===== src/rtl/blkmem_pkg.sv =====
// Shared definitions for the block-transfer word memory slave.
// Assumes a 16-bit data path on the multiplexed lines.
package blkmem_pkg;
    localparam int DATA_W = 16;

    // Cycle sequencer states
    typedef enum logic [1:0] {
        ST_IDLE = 2'd0,   // no cycle, waiting for rising cycle strobe
        ST_WAIT = 2'd1,   // addressed and taken, waiting for a data strobe
        ST_ACK  = 2'd2,   // reply up, waiting for strobe removal
        ST_DONE = 2'd3    // cycle not ours or finished, waiting for sync low
    } slv_state_t;
endpackage


===== src/rtl/blkmem_decode.sv =====
// Address decoder: compares every configured address bit against the
// window [BASE, BASE + 2*DEPTH) and yields the word index inside it.
// Assumes BASE is word aligned and DEPTH >= 2.
module blkmem_decode #(
    parameter int          AW    = 22,
    parameter int unsigned BASE  = 32'h0000_1000,
    parameter int          DEPTH = 64,
    parameter int          IW    = $clog2(DEPTH)
) (
    input  logic [AW-1:0] addr,
    output logic          hit,
    output logic [IW-1:0] idx
);
    localparam logic [AW:0]   WIN_LO   = (AW+1)'(BASE);
    localparam logic [AW:0]   WIN_HI   = (AW+1)'(BASE + 2 * DEPTH);
    localparam logic [AW-1:0] BASE_AW  = AW'(BASE);

    logic [AW:0]   addr_ext;
    logic [AW-1:0] offset;

    // Full-width window compare and byte-to-word offset
    always_comb begin
        addr_ext = {1'b0, addr};
        hit      = (addr_ext >= WIN_LO) && (addr_ext < WIN_HI);
        offset   = addr - BASE_AW;
        idx      = IW'(offset >> 1);
    end
endmodule


===== src/rtl/blkmem_store.sv =====
// Word array with one synchronous write port and one registered read
// port sharing a single index. Assumes write and read are never
// requested together.
module blkmem_store #(
    parameter int DEPTH = 64,
    parameter int IW    = $clog2(DEPTH),
    parameter int DW    = 16
) (
    input  logic          clk,
    input  logic          rst_n,
    input  logic          we,
    input  logic          re,
    input  logic [IW-1:0] idx,
    input  logic [DW-1:0] wdata,
    output logic [DW-1:0] rdata
);
    logic [DW-1:0] mem [DEPTH];

    // Array write
    always_ff @(posedge clk) begin
        if (we) mem[idx] <= wdata;
    end

    // Registered read data, cleared by reset
    always_ff @(posedge clk) begin
        if (!rst_n)  rdata <= '0;
        else if (re) rdata <= mem[idx];
    end

    a_r4_no_write_during_read: assert property (@(posedge clk) disable iff (!rst_n)
        we |-> !re);
endmodule


===== src/rtl/blkmem_ctrl.sv =====
// Cycle sequencer: latches the address phase, runs the interlocked
// strobe/reply handshake per word, raises the block capability flag
// and advances the word index on a requested continuation.
// Assumes all bus lines are already synchronous to clk.
module blkmem_ctrl
    import blkmem_pkg::*;
#(
    parameter int DEPTH = 64,
    parameter int IW    = $clog2(DEPTH)
) (
    input  logic          clk,
    input  logic          rst_n,
    input  logic          sync,
    input  logic          rd_strb,
    input  logic          wr_strb,
    input  logic          page_sel,
    input  logic          dec_hit,
    input  logic [IW-1:0] dec_idx,
    output logic          mem_we,
    output logic          mem_re,
    output logic [IW-1:0] idx,
    output logic          reply,
    output logic          ad_oe,
    output logic          blk_ok
);
    localparam logic [IW-1:0] LAST_IDX = IW'(DEPTH - 1);

    slv_state_t state;
    logic       sync_q;
    logic       strobe;
    logic       fire;

    // Transfer launch: taken cycle sees a data strobe
    always_comb begin
        strobe = rd_strb | wr_strb;
        fire   = (state == ST_WAIT) && sync && strobe;
        mem_re = fire && rd_strb;
        mem_we = fire && !rd_strb && wr_strb;
    end

    // Sequencer, index and registered bus outputs
    always_ff @(posedge clk) begin
        if (!rst_n) begin
            state  <= ST_IDLE;
            sync_q <= 1'b0;
            idx    <= '0;
            reply  <= 1'b0;
            ad_oe  <= 1'b0;
            blk_ok <= 1'b0;
        end else begin
            sync_q <= sync;
            case (state)
                ST_IDLE: begin
                    if (sync && !sync_q) begin
                        idx   <= dec_idx;
                        state <= (dec_hit && !page_sel) ? ST_WAIT : ST_DONE;
                    end
                end
                ST_WAIT: begin
                    if (!sync) begin
                        state <= ST_IDLE;
                    end else if (strobe) begin
                        state  <= ST_ACK;
                        reply  <= 1'b1;
                        ad_oe  <= rd_strb;
                        blk_ok <= (idx != LAST_IDX);
                    end
                end
                ST_ACK: begin
                    if (!sync) begin
                        state  <= ST_IDLE;
                        reply  <= 1'b0;
                        ad_oe  <= 1'b0;
                        blk_ok <= 1'b0;
                    end else if (!strobe) begin
                        reply  <= 1'b0;
                        ad_oe  <= 1'b0;
                        blk_ok <= 1'b0;
                        if (page_sel && blk_ok) begin
                            idx   <= idx + 1'b1;
                            state <= ST_WAIT;
                        end else begin
                            state <= ST_DONE;
                        end
                    end
                end
                default: begin
                    if (!sync) state <= ST_IDLE;
                end
            endcase
        end
    end

    // a reply only ever follows a data strobe
    a_r3_reply_after_strobe: assert property (@(posedge clk) disable iff (!rst_n)
        $rose(reply) |-> $past(strobe));
    // reply withdrawn one clock after the strobe goes away
    a_r5_reply_release: assert property (@(posedge clk) disable iff (!rst_n)
        (reply && !strobe) |=> !reply);
    // capability flag only with a reply
    a_r6_flag_with_reply: assert property (@(posedge clk) disable iff (!rst_n)
        blk_ok |-> reply);
    // output enable only with a reply
    a_r3_oe_with_reply: assert property (@(posedge clk) disable iff (!rst_n)
        ad_oe |-> reply);
    // a continuation moves the index by exactly one word
    a_r7_block_step: assert property (@(posedge clk) disable iff (!rst_n)
        (state == ST_WAIT && $past(state) == ST_ACK) |-> (idx == $past(idx) + 1'b1));
    // losing the cycle strobe returns to idle
    a_r10_sync_drop: assert property (@(posedge clk) disable iff (!rst_n)
        !sync |=> (state == ST_IDLE));
endmodule


===== src/rtl/blkmem_slave.sv =====
// Top of the block-transfer word memory slave: decoder, sequencer and
// word array. Assumes AW >= 16 so data fits in the low lines.
module blkmem_slave #(
    parameter int          AW    = 22,
    parameter int unsigned BASE  = 32'h0000_1000,
    parameter int          DEPTH = 64
) (
    input  logic          clk,
    input  logic          rst_n,
    input  logic          bus_sync,
    input  logic          bus_rd_strb,
    input  logic          bus_wr_strb,
    input  logic          bus_page_sel,
    input  logic [AW-1:0] bus_ad_in,
    output logic [15:0]   bus_ad_out,
    output logic          bus_ad_oe,
    output logic          bus_reply,
    output logic          bus_blk_ok
);
    localparam int IW = $clog2(DEPTH);
    localparam int DW = blkmem_pkg::DATA_W;

    logic          dec_hit;
    logic [IW-1:0] dec_idx;
    logic [IW-1:0] cur_idx;
    logic          mem_we;
    logic          mem_re;

    blkmem_decode #(.AW(AW), .BASE(BASE), .DEPTH(DEPTH), .IW(IW)) decode_i (
        .addr (bus_ad_in),
        .hit  (dec_hit),
        .idx  (dec_idx)
    );

    blkmem_ctrl #(.DEPTH(DEPTH), .IW(IW)) ctrl_i (
        .clk      (clk),
        .rst_n    (rst_n),
        .sync     (bus_sync),
        .rd_strb  (bus_rd_strb),
        .wr_strb  (bus_wr_strb),
        .page_sel (bus_page_sel),
        .dec_hit  (dec_hit),
        .dec_idx  (dec_idx),
        .mem_we   (mem_we),
        .mem_re   (mem_re),
        .idx      (cur_idx),
        .reply    (bus_reply),
        .ad_oe    (bus_ad_oe),
        .blk_ok   (bus_blk_ok)
    );

    blkmem_store #(.DEPTH(DEPTH), .IW(IW), .DW(DW)) store_i (
        .clk   (clk),
        .rst_n (rst_n),
        .we    (mem_we),
        .re    (mem_re),
        .idx   (cur_idx),
        .wdata (bus_ad_in[DW-1:0]),
        .rdata (bus_ad_out)
    );
endmodule


===== config.mk =====
export PLATFORM = sky130hd
export DESIGN_NAME = blkmem_slave
export DESIGN_NICKNAME = d
export VERILOG_FILES = /design/src/rtl/blkmem_pkg.sv /design/src/rtl/blkmem_decode.sv /design/src/rtl/blkmem_store.sv /design/src/rtl/blkmem_ctrl.sv /design/src/rtl/blkmem_slave.sv
export SDC_FILE = /design/constraint.sdc
export NUM_CORES = 1
export LEC_CHECK = 0
export ABC_AREA = 1
export BUFFER_PORTS_ARGS = -buffer_cell sky130_fd_sc_hd__clkbuf_2
export CORE_MARGIN = 3
export CORE_UTILIZATION = 50
export CTS_BUF_LIST = sky130_fd_sc_hd__clkbuf_16
export CTS_CLUSTER_DIAMETER = 120
export DETAILED_ROUTE_END_ITERATION = 6
export PLACE_DENSITY = 0.68
export SETUP_SLACK_MARGIN = 0.5
export SYNTH_ARGS = -nofsm -noshare
export SYNTH_HDL_FRONTEND = slang
export SYNTH_HIERARCHICAL = 1
export SYNTH_SLANG_ARGS = --single-unit

===== constraint.sdc =====
create_clock -name clk -period 3.25 [get_ports clk]
set_input_delay 0.65 -clock clk [delete_from_list [all_inputs] [get_ports clk]]
set_output_delay 0.65 -clock clk [all_outputs]
set_load 0.02 [all_outputs]

==> results of run 1 <==
[cells in the mapped netlist (all sizes together)]
master  number  area share [%]
a21oi       14            0.16
buf        199             3.0
clkbuf      18            0.15
dfxtp       28             1.2
edfxtp    1024              68
ha           1           0.028
inv         91            0.78
nand2     2859              24
nand3       49            0.56
nand3b       1           0.017
nand4        1           0.014
nor2       172             1.5
nor3         6            0.12
o211ai       2           0.033
o21ai       19            0.21
o21bai       1           0.017
or2          4           0.056
[worst reg2reg max path, cell delays in order (launching register included)]
cell and delay, ns:
dfxtp_1 0.44, inv_1 0.10, nor2_2 0.15, nand3_1 0.11, nor2_1 0.31, buf_4 0.25, nand3_1 0.20, buf_4 0.27
nor2_1 0.13, buf_4 0.31
[state kept, by name, indices dropped and copies added, names as in the netlist]
name           cells
ctrl_i/ad_oe       1
ctrl_i/blk_ok      1
ctrl_i/idx         6
ctrl_i/reply       1
ctrl_i/state       2
ctrl_i/sync_q      1
store_i/mem     1024
store_i/rdata     16
[stage by stage]
| stage | util, % | hold WS (ns) | cell area (um^2) |
|---|---|---|---|
| floorplan | - | 0.461 | 45000 |
| global placement | 52.6 | 0.469 | 46700 |
| detailed placement | 52.6 | 0.458 | 46700 |
| CTS | 56.4 | 0.228 | 50000 |
| global route | 56.4 | 0.266 | 50000 |
| finish | 56.4 | 0.270 | 50000 |
[how the worst max path moves through the flow]
stage,from,end,depth (start not counted)
floorplan,bus_rd_strb,store_i/mem[24][0],7
global placement,bus_rd_strb,store_i/mem[39][4],10
detailed placement,bus_rd_strb,store_i/mem[36][2],10
CTS,ctrl_i/state[0],store_i/mem[39][7],9
global route,ctrl_i/state[0],store_i/mem[36][4],9
finish,ctrl_i/state[0],store_i/mem[36][2],9
[routing by layer]
layer  track usage (%)  up-vias
met5                 0        -
met4              7.98        0
met3              4.58      208
met2              39.0     1349
met1              36.8    14600
li1                  -    14600
[final cells by class]
cell class	instances	area share, %
tap	1165	2.91
inverter	91	0.740
clock buffer	108	5.40
timing repair buffer	191	3.13
sequential	1052	62.6
multi-input combinational	3129	23.9
clock inverter	90	1.38
[power by group through the flow]
stage | Combinational (uW) | Sequential (uW) | Clock [uW]
2_1_floorplan | 6440 | 15400 | 0
3_3_place_gp | 9120 | 15500 | 0
3_5_place_dp | 9180 | 15500 | 0
4_1_cts | 9230 | 15200 | 12000
5_1_grt | 10400 | 15200 | 12600
6_report | 9300 | 15200 | 11900
[cell families (layout without fill, tap and decap cells)]
kind of cell / after synthesis / in the layout / synth area share [%]
AOI/OAI and AO/OA: 36 / 36 / 0.417
adders and majority gates: 1 / 1 / 0.0278
buffers and inverters: 308 / 480 / 3.92
DFF: 1052 / 1052 / 69.6
and+or+nand+nor: 3092 / 3092 / 26.1
==> results.md, run 1 <==
- Status: finished clean
- Peak Freq: 383 MHz
- Hold path endpoint: ctrl_i/sync_q
- Initial antenna violation count: 1
- Top Ports: 47
- Switching power: 12,200 uW
- Pleak: 0.0210 uW
- WP data required: 3.59 ns
- Clk root buf: clkbuf_16
- PortBufs: 46
- FF-to-FF setup slack: 0.64 ns
- Row count: 109
- Vias in the first global route: 28,700
- Worst VDD drop: 0.546 mV
- Syn Inst Count: 4,489
- Share of cells above drive strength 1: 8.02%
- Crit path max fanout: 16
- Critical path type: flop to flop
- Post-synthesis sequential area ratio: 69.6%
- Worst Hold Depth: 3
- Fin Clk Skew: 0.0232 ns
- WP buf/inv: 4
- Vias per std cell: 5.27
- Power, Total: 36,300 uW
- Global placement routability congestion: 0.900
- Wire length of the first global-routing pass: 180 mm
- Reg2reg start: ctrl_i/state[0]
- Multi-input logic area: 0.0119 mm^2
- RR Endpoint: store_i/mem[36][2]
- Initial Utilization: 50.7%
- Combinational share of power: 25.6%
- Unrepaired setup endpoints after global routing: no
- Post-route setup slack: 0.642 ns
- Pre-CTS setup slack: 0.439 ns
- Synth unique cells: 31
- Setup tns final: 0 ns
- Clock Latency Late Sink: 0.68 ns
- Max Cap Viol: 0
- Hold WC Path Type: primary input to flop
- Cell family with most CP delay: buffers and inverters
- Sequential Power Share: 41.8%
- Resize count post-CTS: 0
- Setup-failing EPs final: 0
- Grt total ovfl: 0
- CTS Hold Bufs: 0
- Worst-path cell chain: inv_1 -> nor2_2 -> nand3_1 -> nor2_1 -> buf_4 -> nand3_1 -> buf_4 -> nor2_1 -> buf_4
- PwrDens: 726 mW/mm^2
- Number of remaining DRC errors: 0
- Fin. max-slew vios: 0
- Initial DRC count: 3,706
- Fillers: 7,514
- Worst EP arrival: 2.95 ns
- Post-Syn Area per Cell: 10.0 um^2
- Detail Route Antenna Nets: 0
- P&R area growth vs syn: 11.2%
- DR WL/cell: 20.4 um
- N_diodes: 0
- Reg2Reg Depth: 9
- Tcrit/Tclk final: 80.2%
- Seq cells post-synth: 1,052
- Clock Tree Buf Depth: 3
- Worst stage delay on the critical path: 0.44 ns
- CTS Buf Count: 105
- Most common cell after layout, fill and taps aside: nand2_1
- Total global-route track usage: 25.3%
- Startpoint types: flop
- Syn Std Cell Area: 0.0450 mm^2
- Reg clk slew, reported paths: 0.06 ns
- Switching Fraction: 33.6%
- Fin cells: 5,826
- Most frequent cells in the layout: 2,858 x nand2_1, 1,024 x edfxtp_1, 168 x nor2_1
- Die X: 306 um
- Highest Signal Layer: met4
- Relative slew slack: 26.5%
- Fin nets: 4,599
- Met3 wire len: 11.0 mm
- Core box area: 0.0888 mm^2
- Routed wire length: 119 mm
- DIE AREA: 0.0937 mm^2
- Crit-path slowest cell: dfxtp_1
- Met2 wire len: 53.9 mm
- Dpl cells: 5,628
- Clock sinks: 1,052
- Die Height: 306 um
- Clk pwr share: 32.6%
- Crit end category: flop
- Cell mode on critical path: buf_4
- DP HPWL: 68.8 mm
- Largest net degree at the start of global routing: 124
- Htree depth: 3
- Register Area: 0.0313 mm^2
- Post-synthesis net count: 4,518
- Crit path time final: 2.61 ns
- Final Hold Viols: 0
- Yosys warning count: 6
- First-pass DRT Iterations: 6
- Int Pwr: 24,100 uW
- Hold_sp: bus_sync
- CTS tree: yes
- Tightest Pin Transition: 1.10 ns
- Vias: 30,700
- Post-CTS Setup Inserts: 0
- Met1 WL: 50.2 mm
No activity file was read; power rests on OpenSTA's default activity.
==> run 2: changes to the inputs <==
==> constraint.sdc (replaced) <==
create_clock -name clk -period 2.6 [get_ports clk]
set_input_delay 0.52 -clock clk [delete_from_list [all_inputs] [get_ports clk]]
set_output_delay 0.52 -clock clk [all_outputs]
set_load 0.02 [all_outputs]
==> results.md, run 2 (synthesized netlist as in run 1, its figures left out) <==
- Status: finished clean
- Setup-failing EPs final: 0 (unchanged)
- Multi-input logic area: 0.0124 mm^2 (+3.6%)
- Initial DRC count: 3,636 (-1.9%)
- DR WL/cell: 21.6 um (+6.2%)
- P&R area growth vs syn: 17.4%
- Hold WC Path Type: primary input to flop
- Routed wire length: 128 mm (+7.8%)
- Tightest Pin Transition: 0.960 ns (-0.143 ns)
- Fin Clk Skew: 0.0292 ns (+0.00607 ns)
- Worst VDD drop: 0.616 mV (+13%)
- Global placement routability congestion: 0.860 (-4.4%)
- DIE AREA: 0.0937 mm^2 (unchanged)
- Reg2Reg Depth: 15 (+6)
- Wire length of the first global-routing pass: 186 mm (+3.6%)
- CTS Buf Count: 106 (+0.95%)
- Clock Latency Late Sink: 0.69 ns (about the same)
- Vias per std cell: 5.42 (+2.8%)
- Reg clk slew, reported paths: 0.06 ns (about the same)
- Cell mode on critical path: nand2_1
- Die X: 306 um (unchanged)
- Crit path time final: 2.10 ns (-0.506 ns)
- Crit end category: flop
- Grt total ovfl: 0 (unchanged)
- Hold slack: 0.131 ns (-0.139 ns)
- Number of remaining DRC errors: 0 (unchanged)
- Relative slew slack: 36.0% (+9.5 points)
- Worst-path cell chain: buf_12 -> clkinv_16 -> buf_16 -> buf_6 -> buf_4 -> nand2_1 -> nand2_1 -> nand2_1 -> nand2_1 -> nand2_1 -> nand2_2 -> a21oi_2 -> nand3_1 -> nand2_1 -> inv_1
- Clk root buf: clkbuf_16
- Max FFs per register: 1,024 (unchanged)
- Most frequent cells in the layout: 2,811 x nand2_1, 1,024 x edfxtp_1, 124 x clkbuf_16
- CTS Hold Bufs: 0 (unchanged)
- CTS tree: yes
- Total global-route track usage: 26.4% (+1.1 points)
- Worst Hold Depth: 3 (unchanged)
- Post-layout instance area: 0.0529 mm^2 (+5.6%)
- Most common cell after layout, fill and taps aside: nand2_1
- Clock Tree Buf Depth: 3 (unchanged)
- Clock sinks: 1,052 (unchanged)
- Top flop regs: store_i/mem (1024), store_i/rdata (16), ctrl_i/idx (6)
- PwrDens: 912 mW/mm^2 (+26%)
- Startpoint types: flop
- Die Height: 306 um (unchanged)
- First-pass DRT Iterations: 7 (+1)
- Fillers: 7,065 (-6.0%)
- Tcrit/Tclk final: 80.8% (+0.60 points)
- Pleak: 0.0220 uW (+4.8%)
- Critical path type: flop to flop
- Share of cells above drive strength 1: 12.4% (+4.4 points)
- Most flops, register: store_i/mem
- Worst stage delay on the critical path: 0.36 ns (-0.08 ns)
- Detail Route Antenna Nets: 0 (unchanged)
- Vias: 32,100 (+4.4%)
- Unrepaired setup endpoints after global routing: yes
- Max Cap Viol: 0 (unchanged)
- Htree depth: 3 (unchanged)
- WP data required: 3.19 ns (-0.40 ns)
- DP HPWL: 70.0 mm (+1.6%)
- Fin nets: 4,693 (+2.0%)
- Initial Utilization: 50.7% (unchanged)
- Crit-path slowest cell: dfxtp_4
- PortBufs: 46 (unchanged)
- Register Area: 0.0313 mm^2 (about the same)
- N_diodes: 0 (unchanged)
- Setup tns final: 0 ns (unchanged)
- Top Ports: 47 (unchanged)
- Cell Area, Placed: 0.0478 mm^2 (+2.5%)
- Worst EP arrival: 2.69 ns (-0.26 ns)
- Row count: 109 (unchanged)
- Initial antenna violation count: 4 (+3)
- Crit path max fanout: 8 (-8)
- Final Hold Viols: 0 (unchanged)
- Core box area: 0.0888 mm^2 (unchanged)
- Post-route setup slack: 0.498 ns (-0.144 ns)
- Largest net degree at the start of global routing: 65 (-48%)
- Peak Freq: 476 MHz (+24%)
- Pre-CTS setup slack: 0.118 ns (-0.320 ns)
- Vias in the first global route: 30,100 (+4.8%)
- Fin. max-slew vios: 0 (unchanged)
-- run 2: cell count changes in the layout (fill, tap and decap cells not counted), moves of 5 or more --
cell and change:
nor2_1 -67, buf_12 +61, nand2_1 -47, nand2_2 +46, nor2_2 +43, buf_4 -32
nor2_4 +24, buf_6 +21, buf_16 +17, clkbuf_16 +16, clkinv_2 -7, inv_6 +5
-- run 2: worst max-delay path, delay by kind of cell (launching register included) --
| family | cells | cell delay [ns] |
|---|---|---|
| buffers and inverters | 6 | 0.74 |
| AND/OR/NAND/NOR | 8 | 0.68 |
| flip-flops | 1 | 0.36 |
| AO/OA/AOI/OAI | 1 | 0.20 |
-- run 2: where the power goes --
| part | switching (uW) | internal, uW |
|---|---|---|
| Combinational | 9660 | 4340 |
| Sequential | 190 | 18700 |
| Clock | 6430 | 8880 |
-- run 2: layout make-up --
type                    count  area share [%]
repair buffers            280            7.15
well taps                1165            2.76
repair inverters            4          0.0805
multi-input cells        3129            23.4
clock buffers             109            5.16
clock inverters            88            1.47
inverters                  91           0.720
flip-flops and latches   1052            59.3
-- run 2: through the flow --
step           cells  utilization, %  total power, uW
3_5_place_dp    5668            53.9            31100
5_1_grt         5918            59.5            50300
2_1_floorplan   4489               -            27300
4_1_cts         5892            58.5            47200
3_3_place_gp    5668            53.9            30900
6_report        5918            59.5            48200
-- run 2: routing by layer --
layer | GRT usage, % | routed length [um] | vias up
met5 | 0 | 25 | -
met4 | 11.8 | 5640 | 4
met3 | 3.97 | 11300 | 274
met2 | 42.5 | 60600 | 1610
met1 | 36.0 | 50600 | 15400
li1 | - | - | 14800
-- run 2: what timing repair did --
action,4_1_cts,5_1_grt
pin swaps,2,21
buffers inserted,15,8
gates cloned,12,18
resized for setup,51,142
endpoints found under the setup margin,996,1006
-- run 2: path summary, 6_finish.rpt --
check | start | end | slack, ns
worst max-delay path | ctrl_i/idx[0] | store_i/rdata[0] | 0.50
worst min-delay path | bus_sync | ctrl_i/sync_q | 0.13
worst max register to register | ctrl_i/idx[0] | store_i/rdata[0] | 0.50
worst min register to register | ctrl_i/reply | ctrl_i/reply | 0.46
